`src/rtl/irqc_pkg.sv`:
```
package irqc_pkg;
  typedef enum logic [2:0] {
    SEL_EN   = 3'd0,
    SEL_MODE = 3'd1,
    SEL_POL  = 3'd2,
    SEL_CLR  = 3'd3,
    SEL_STAT = 3'd4
  } reg_sel_e;
endpackage

```
`src/rtl/irqc_sync.sv`:
```
module irqc_sync #(
  parameter int W = 32
) (
  input  logic         clk_i,
  input  logic         rst_ni,
  input  logic [W-1:0] d_i,
  output logic [W-1:0] q_o
);
  logic [W-1:0] s1_q, s2_q;

  always_ff @(posedge clk_i or negedge rst_ni) begin
    if (!rst_ni) begin
      s1_q <= '0;
      s2_q <= '0;
    end else begin
      s1_q <= d_i;
      s2_q <= s1_q;
    end
  end

  assign q_o = s2_q;
endmodule

```
`src/rtl/irqc_bank.sv`:
```
module irqc_bank
  import irqc_pkg::*;
#(
  parameter int W = 32
) (
  input  logic         clk_i,
  input  logic         rst_ni,
  input  logic [W-1:0] src_i,
  input  logic         wr_i,
  input  reg_sel_e     sel_i,
  input  logic [W-1:0] wdata_i,
  output logic [W-1:0] rdata_o,
  output logic         irq_o
);
  logic [W-1:0] en_q, mode_q, pol_q, pend_q, prev_q, sync_w;
  logic [W-1:0] level_act, edge_det, clr_mask, cfg_chg, status, pend_d;
  logic         irq_q;

  irqc_sync #(.W(W)) u_sync (
    .clk_i (clk_i),
    .rst_ni(rst_ni),
    .d_i   (src_i),
    .q_o   (sync_w)
  );

  assign level_act = ~(sync_w ^ pol_q);
  assign edge_det  = mode_q & ((pol_q & sync_w & ~prev_q) | (~pol_q & ~sync_w & prev_q));
  assign clr_mask  = (wr_i && sel_i == SEL_CLR) ? wdata_i : '0;
  assign cfg_chg   = ((wr_i && sel_i == SEL_MODE) ? (wdata_i ^ mode_q) : '0)
                   | ((wr_i && sel_i == SEL_POL)  ? (wdata_i ^ pol_q)  : '0);
  // new edge beats clear; config change beats everything
  assign pend_d    = (edge_det | (pend_q & ~clr_mask)) & ~cfg_chg;
  assign status    = (mode_q & pend_q) | (~mode_q & level_act);

  always_ff @(posedge clk_i or negedge rst_ni) begin
    if (!rst_ni) begin
      en_q   <= '0;
      mode_q <= '0;
      pol_q  <= '0;
      pend_q <= '0;
      prev_q <= '0;
      irq_q  <= 1'b0;
    end else begin
      if (wr_i && sel_i == SEL_EN)   en_q   <= wdata_i;
      if (wr_i && sel_i == SEL_MODE) mode_q <= wdata_i;
      if (wr_i && sel_i == SEL_POL)  pol_q  <= wdata_i;
      pend_q <= pend_d;
      prev_q <= sync_w;
      irq_q  <= |(status & en_q);
    end
  end

  always_comb begin
    case (sel_i)
      SEL_EN:   rdata_o = en_q;
      SEL_MODE: rdata_o = mode_q;
      SEL_POL:  rdata_o = pol_q;
      SEL_STAT: rdata_o = status;
      default:  rdata_o = '0;
    endcase
  end

  assign irq_o = irq_q;

  assert_level_no_store_R3: assert property (@(posedge clk_i) disable iff (!rst_ni)
    (pend_q & ~mode_q) == '0);
  assert_clear_takes_R5: assert property (@(posedge clk_i) disable iff (!rst_ni)
    1'b1 |=> (pend_q & $past(clr_mask & ~edge_det)) == '0);
  assert_edge_kept_R6: assert property (@(posedge clk_i) disable iff (!rst_ni)
    1'b1 |=> ($past(edge_det & ~cfg_chg) & ~pend_q) == '0);
  assert_cfg_clears_R7: assert property (@(posedge clk_i) disable iff (!rst_ni)
    1'b1 |=> (pend_q & $past(cfg_chg)) == '0);
  assert_masked_quiet_R8: assert property (@(posedge clk_i) disable iff (!rst_ni)
    (en_q == '0) |=> !irq_o);
endmodule

```
`src/rtl/irqc_top.sv`:
```
module irqc_top
  import irqc_pkg::*;
#(
  parameter int NUM_BANKS = 5,
  parameter int SRC_W     = 32,
  localparam int BANK_W   = (NUM_BANKS > 1) ? $clog2(NUM_BANKS) : 1,
  localparam int ADDR_W   = BANK_W + 3
) (
  input  logic                       clk_i,
  input  logic                       rst_ni,
  input  logic [NUM_BANKS*SRC_W-1:0] src_i,
  input  logic                       bus_we_i,
  input  logic [ADDR_W-1:0]          bus_addr_i,
  input  logic [SRC_W-1:0]           bus_wdata_i,
  output logic [SRC_W-1:0]           bus_rdata_o,
  output logic [NUM_BANKS-1:0]       irq_o
);
  logic [BANK_W-1:0] bank_idx;
  reg_sel_e          sel;
  logic [SRC_W-1:0]  bank_rdata [NUM_BANKS];

  assign bank_idx = bus_addr_i[ADDR_W-1:3];
  assign sel      = reg_sel_e'(bus_addr_i[2:0]);

  for (genvar b = 0; b < NUM_BANKS; b++) begin : g_bank
    irqc_bank #(.W(SRC_W)) u_bank (
      .clk_i  (clk_i),
      .rst_ni (rst_ni),
      .src_i  (src_i[b*SRC_W +: SRC_W]),
      .wr_i   (bus_we_i && bank_idx == BANK_W'(b)),
      .sel_i  (sel),
      .wdata_i(bus_wdata_i),
      .rdata_o(bank_rdata[b]),
      .irq_o  (irq_o[b])
    );
  end

  always_comb begin
    bus_rdata_o = '0;
    for (int b = 0; b < NUM_BANKS; b++)
      if (bank_idx == BANK_W'(b)) bus_rdata_o = bank_rdata[b];
  end
endmodule

```
`config.mk`:
```
export PLATFORM = sky130hd
export DESIGN_NAME = irqc_top
export DESIGN_NICKNAME = d
export VERILOG_FILES = /design/src/rtl/irqc_pkg.sv /design/src/rtl/irqc_sync.sv /design/src/rtl/irqc_bank.sv /design/src/rtl/irqc_top.sv
export SDC_FILE = /design/constraint.sdc
export NUM_CORES = 2
export LEC_CHECK = 0
export ABC_AREA = 1
export BUFFER_PORTS_ARGS = -buffer_cell sky130_fd_sc_hd__buf_2
export CORE_ASPECT_RATIO = 0.8
export CORE_MARGIN = 2
export CORE_UTILIZATION = 36
export CTS_BUF_LIST = sky130_fd_sc_hd__clkbuf_2
export CTS_CLUSTER_SIZE = 10
export DETAILED_ROUTE_END_ITERATION = 7
export PLACE_DENSITY = 0.51
export SETUP_SLACK_MARGIN = 0.05
export SYNTH_ARGS = -nofsm -noshare
export SYNTH_HDL_FRONTEND = slang
export SYNTH_SLANG_ARGS = --single-unit
```
`constraint.sdc`:
```
create_clock -name clk_i -period 2.1 [get_ports clk_i]
set_input_delay 0.42 -clock clk_i [delete_from_list [all_inputs] [get_ports clk_i]]
set_output_delay 0.42 -clock clk_i [all_outputs]
set_load 0.005 [all_outputs]
```
==> results.json <==
{
  "dp_slack_ns": -0.427,
  "hold_viol": 0,
  "yosys.cell_types.count": 32,
  "final_cells": 11200,
  "wl_met1_mm": 92.1,
  "startpoint": "g_bank[0].u_bank.u_sync.q_o[6]",
  "dieHeight_microns": 360,
  "setup_viol": 38,
  "yosys_warnings": 0,
  "holdWs_ns": 0.229,
  "clkTransAtPathRegs_ns": 0.11,
  "synth_nets": 7736,
  "grt_max_degree": 76,
  "place_hpwl_mm": 135,
  "failed_checks": "setup timing",
  "met2_length_mm": 93.5,
  "cts_buffers": 319,
  "power.leakage_nw": 38.7,
  "critPathSlowestCell": "dfrtp_2",
  "hp-class": "in2reg",
  "netlist.area_leader.share": 0.495,
  "clk_path_buf_depth": 4,
  "place_congestion": 0.863,
  "maxSlewHeadroom": 0.167,
  "fin_nets": 9405,
  "tightest_slew_ns": 1.25,
  "die-area_sq_mm": 0.161,
  "initial_core_util": 0.363,
  "reg2reg_to": "g_bank[0].u_bank.irq_o",
  "drv_slew": 0,
  "wirelength_mm": 203,
  "crit_path_end": "g_bank[0].u_bank.irq_o",
  "vias": 53900,
  "rsz0062_at_grt": "true",
  "cp_max_fo": 2,
  "status": "finished, violations left",
  "cts_sinks": 1125,
  "grt-ovfl-total": 0,
  "syn-cell-area_sq_mm": 0.0569,
  "dpl-instance-area_sq_mm": 0.0663,
  "synth.area.top_cells": "dfrtp_1 49%, nand2_1 11%, o21ai_0 9.1%, ha_1 7.0%, nor2_1 6.6%",
  "drive_above_1_share": 0.229,
  "fmax_ghz": 0.252,
  "cell_internal_pwr_mw": 36.8,
  "ys_seq_elements": 1125,
  "die_w_microns": 449,
  "grtUsageTotal": 0.250,
  "viasPerCell": 4.81,
  "switching_power_mw": 19.8,
  "worst_ep_required_time_ns": 3.82,
  "p_clk_frac": 0.277,
  "tritoncts": "done",
  "critical_path_class": "reg2reg",
  "ir_drop_mv": 0.475,
  "coreArea_sq_mm": 0.157,
  "cpMostUsedCell": "buf_4",
  "grt_antenna_before_repair": 9,
  "insertion_delay_ns": 1.81,
  "route.met3.wl_mm": 10.8,
  "wl_per_cell_microns": 18.1,
  "endpoint_kind": "flop",
  "rr_worst_depth": 30,
  "arrival_ns": 5.69,
  "row_count": 130,
  "slowest_delay_ns": 0.46,
  "fin_crit_ns": 3.97,
  "finClkSkew_ns": 0.224,
  "pwr-share-seq": 0.457,
  "htreeDepth": 5,
  "pwr-share-comb": 0.266,
  "syn_avg_cell_area_sq_um": 7.89,
  "setup_ws_ns": -1.87,
  "drt_iter0_drc": 3977,
  "portBuffers": 237,
  "io_pins": 238,
  "reg2reg_from": "g_bank[0].u_bank.u_sync.q_o[6]",
  "maxCapViolations": 0,
  "drt.antenna.violating_nets": 0,
  "synth_cells": 7215,
  "reg2reg_slack_ns": -1.87,
  "highest_layer": "met4",
  "start_kind": "flop",
  "final_area_sq_mm": 0.0781,
  "drc": 0,
  "dp.cells": 9934,
  "grt_pass1_wl_mm": 314,
  "finalCritPeriodShare": 1.89,
  "switching_share": 0.349,
  "ys_seq_area_frac": 0.495,
  "area_growth_pct": 37.2,
  "grt_pass1_vias": 53100,
  "dr.pass1.iters": 6,
  "cts_root_buf": "clkbuf_2",
  "power.density_mw_per_mm2": 725,
  "synth_top_area_cell": "dfrtp_1"
}
power by group through the flow:
| stage | sequential (mW) | clock (mW) | combinational, mW |
|---|---|---|---|
| 6_report | 25.9 | 15.7 | 15.1 |
| 4_1_cts | 25.8 | 16.4 | 14.2 |
| 3_3_place_gp | 26.2 | 0 | 11.8 |
| 5_1_grt | 26.3 | 17.5 | 16.8 |
| 3_5_place_dp | 26.2 | 0 | 11.9 |
| 2_1_floorplan | 25.8 | 0 | 6.20 |
synthesized netlist by cell type (all sizes together):
library cell,number
clkinv,11
and2,9
nor3,5
inv,893
o21ai,1179
nand4,1
dfrtp,1125
a21oi,193
o22ai,59
nand3,290
nor3b,4
o2111ai,31
nand3b,1
nor2,1023
ha,320
buf,124
clkbuf,217
xnor2,64
nand2,1652
or2,1
o21a,12
o211ai,1
what timing repair did:
item | 4_1_cts | 5_1_grt
buffers inserted | 125 | 52
endpoints found under the hold margin | 1925 | 125
hold buffers | 581 | 1
pin swaps | 222 | 271
resized for setup | 372 | 247
cloned | 0 | 0
endpoints found under the setup margin | 41 | 52
cell usage in the layout (no fill, tap or decap), types with 97 or more instances in the layout:
cell type,instances
inv_2,97
nor2_1,950
nand2_1,1532
dfrtp_1,1088
a21oi_1,193
clkbuf_2,472
buf_2,222
buf_4,741
o21ai_1,169
buf_12,126
nand2_2,106
dlygate4sd3_1,577
inv_1,800
nand3_1,261
o21ai_0,954
ha_1,253
layout make-up:
| cell class | count | area, sq um |
|---|---|---|
| repair buffers | 1689 | 15200 |
| fillers | 15200 | 78900 |
| clock buffers | 472 | 2360 |
| diodes | 10 | 25.0 |
| multi-input cells | 4845 | 26000 |
| clock inverters | 53 | 203 |
| well taps | 2112 | 2640 |
| inverters | 904 | 3400 |
| flip-flops and latches | 1125 | 28200 |
logic make-up (layout without fill, tap and decap cells):
family	after synthesis	after routing	synth area share
compound gates	1475	1475	0.134
other cells	0	10	0
fa+ha+maj	320	320	0.0704
xor+xnor	64	64	0.00985
flops	1125	1125	0.495
simple gates	2986	2986	0.206
buf+inv	1245	3118	0.0853
routing by layer:
metal / vias up / track usage
li1: 26300 / -
met1: 25700 / 0.340
met2: 1551 / 0.403
met3: 402 / 0.0417
met4: 0 / 0.0865
met5: - / 0
stage by stage:
step,TNS (ns),utilization,total power [mW]
floorplan,0,-,32.0
global placement,-70.68,0.422,37.9
detailed placement,-69.28,0.422,38.1
CTS,-67.41,0.490,56.4
global route,-68.56,0.497,60.6
finish,-56.93,0.497,56.6
flip-flops by register name, indices dropped and copies added (netlist names):
register / cells
g_bank.u_bank.en_q: 160
g_bank.u_bank.mode_q: 160
g_bank.u_bank.pend_q: 160
g_bank.u_bank.pol_q: 160
g_bank.u_bank.prev_q: 160
g_bank.u_bank.u_sync.q_o: 160
g_bank.u_bank.u_sync.s1_q: 160
g_bank.u_bank.irq_o: 5
worst max-delay path, delay by kind of cell (launching register included):
family | cells | cell delay (ns)
buffers and inverters | 22 | 2.61
DFF | 1 | 0.46
and+or+nand+nor | 6 | 0.46
adders and majority gates | 1 | 0.20
AOI/OAI and AO/OA | 1 | 0.08
how the worst min path moves through the flow:
stage,from,to,slack [ns],cells past startpoint
floorplan,rst_ni,g_bank[0].u_bank.en_q[0],0.12,0
finish,bus_wdata_i[23],g_bank[1].u_bank.pol_q[23],0.23,6
global route,bus_wdata_i[23],g_bank[1].u_bank.pol_q[23],0.05,6
CTS,bus_wdata_i[23],g_bank[1].u_bank.pol_q[23],0.0002,6
detailed placement,rst_ni,g_bank[4].u_bank.u_sync.s1_q[12],0.32,1
global placement,rst_ni,g_bank[4].u_bank.u_sync.s1_q[12],0.32,1
No activity file was read; power rests on OpenSTA's default activity.
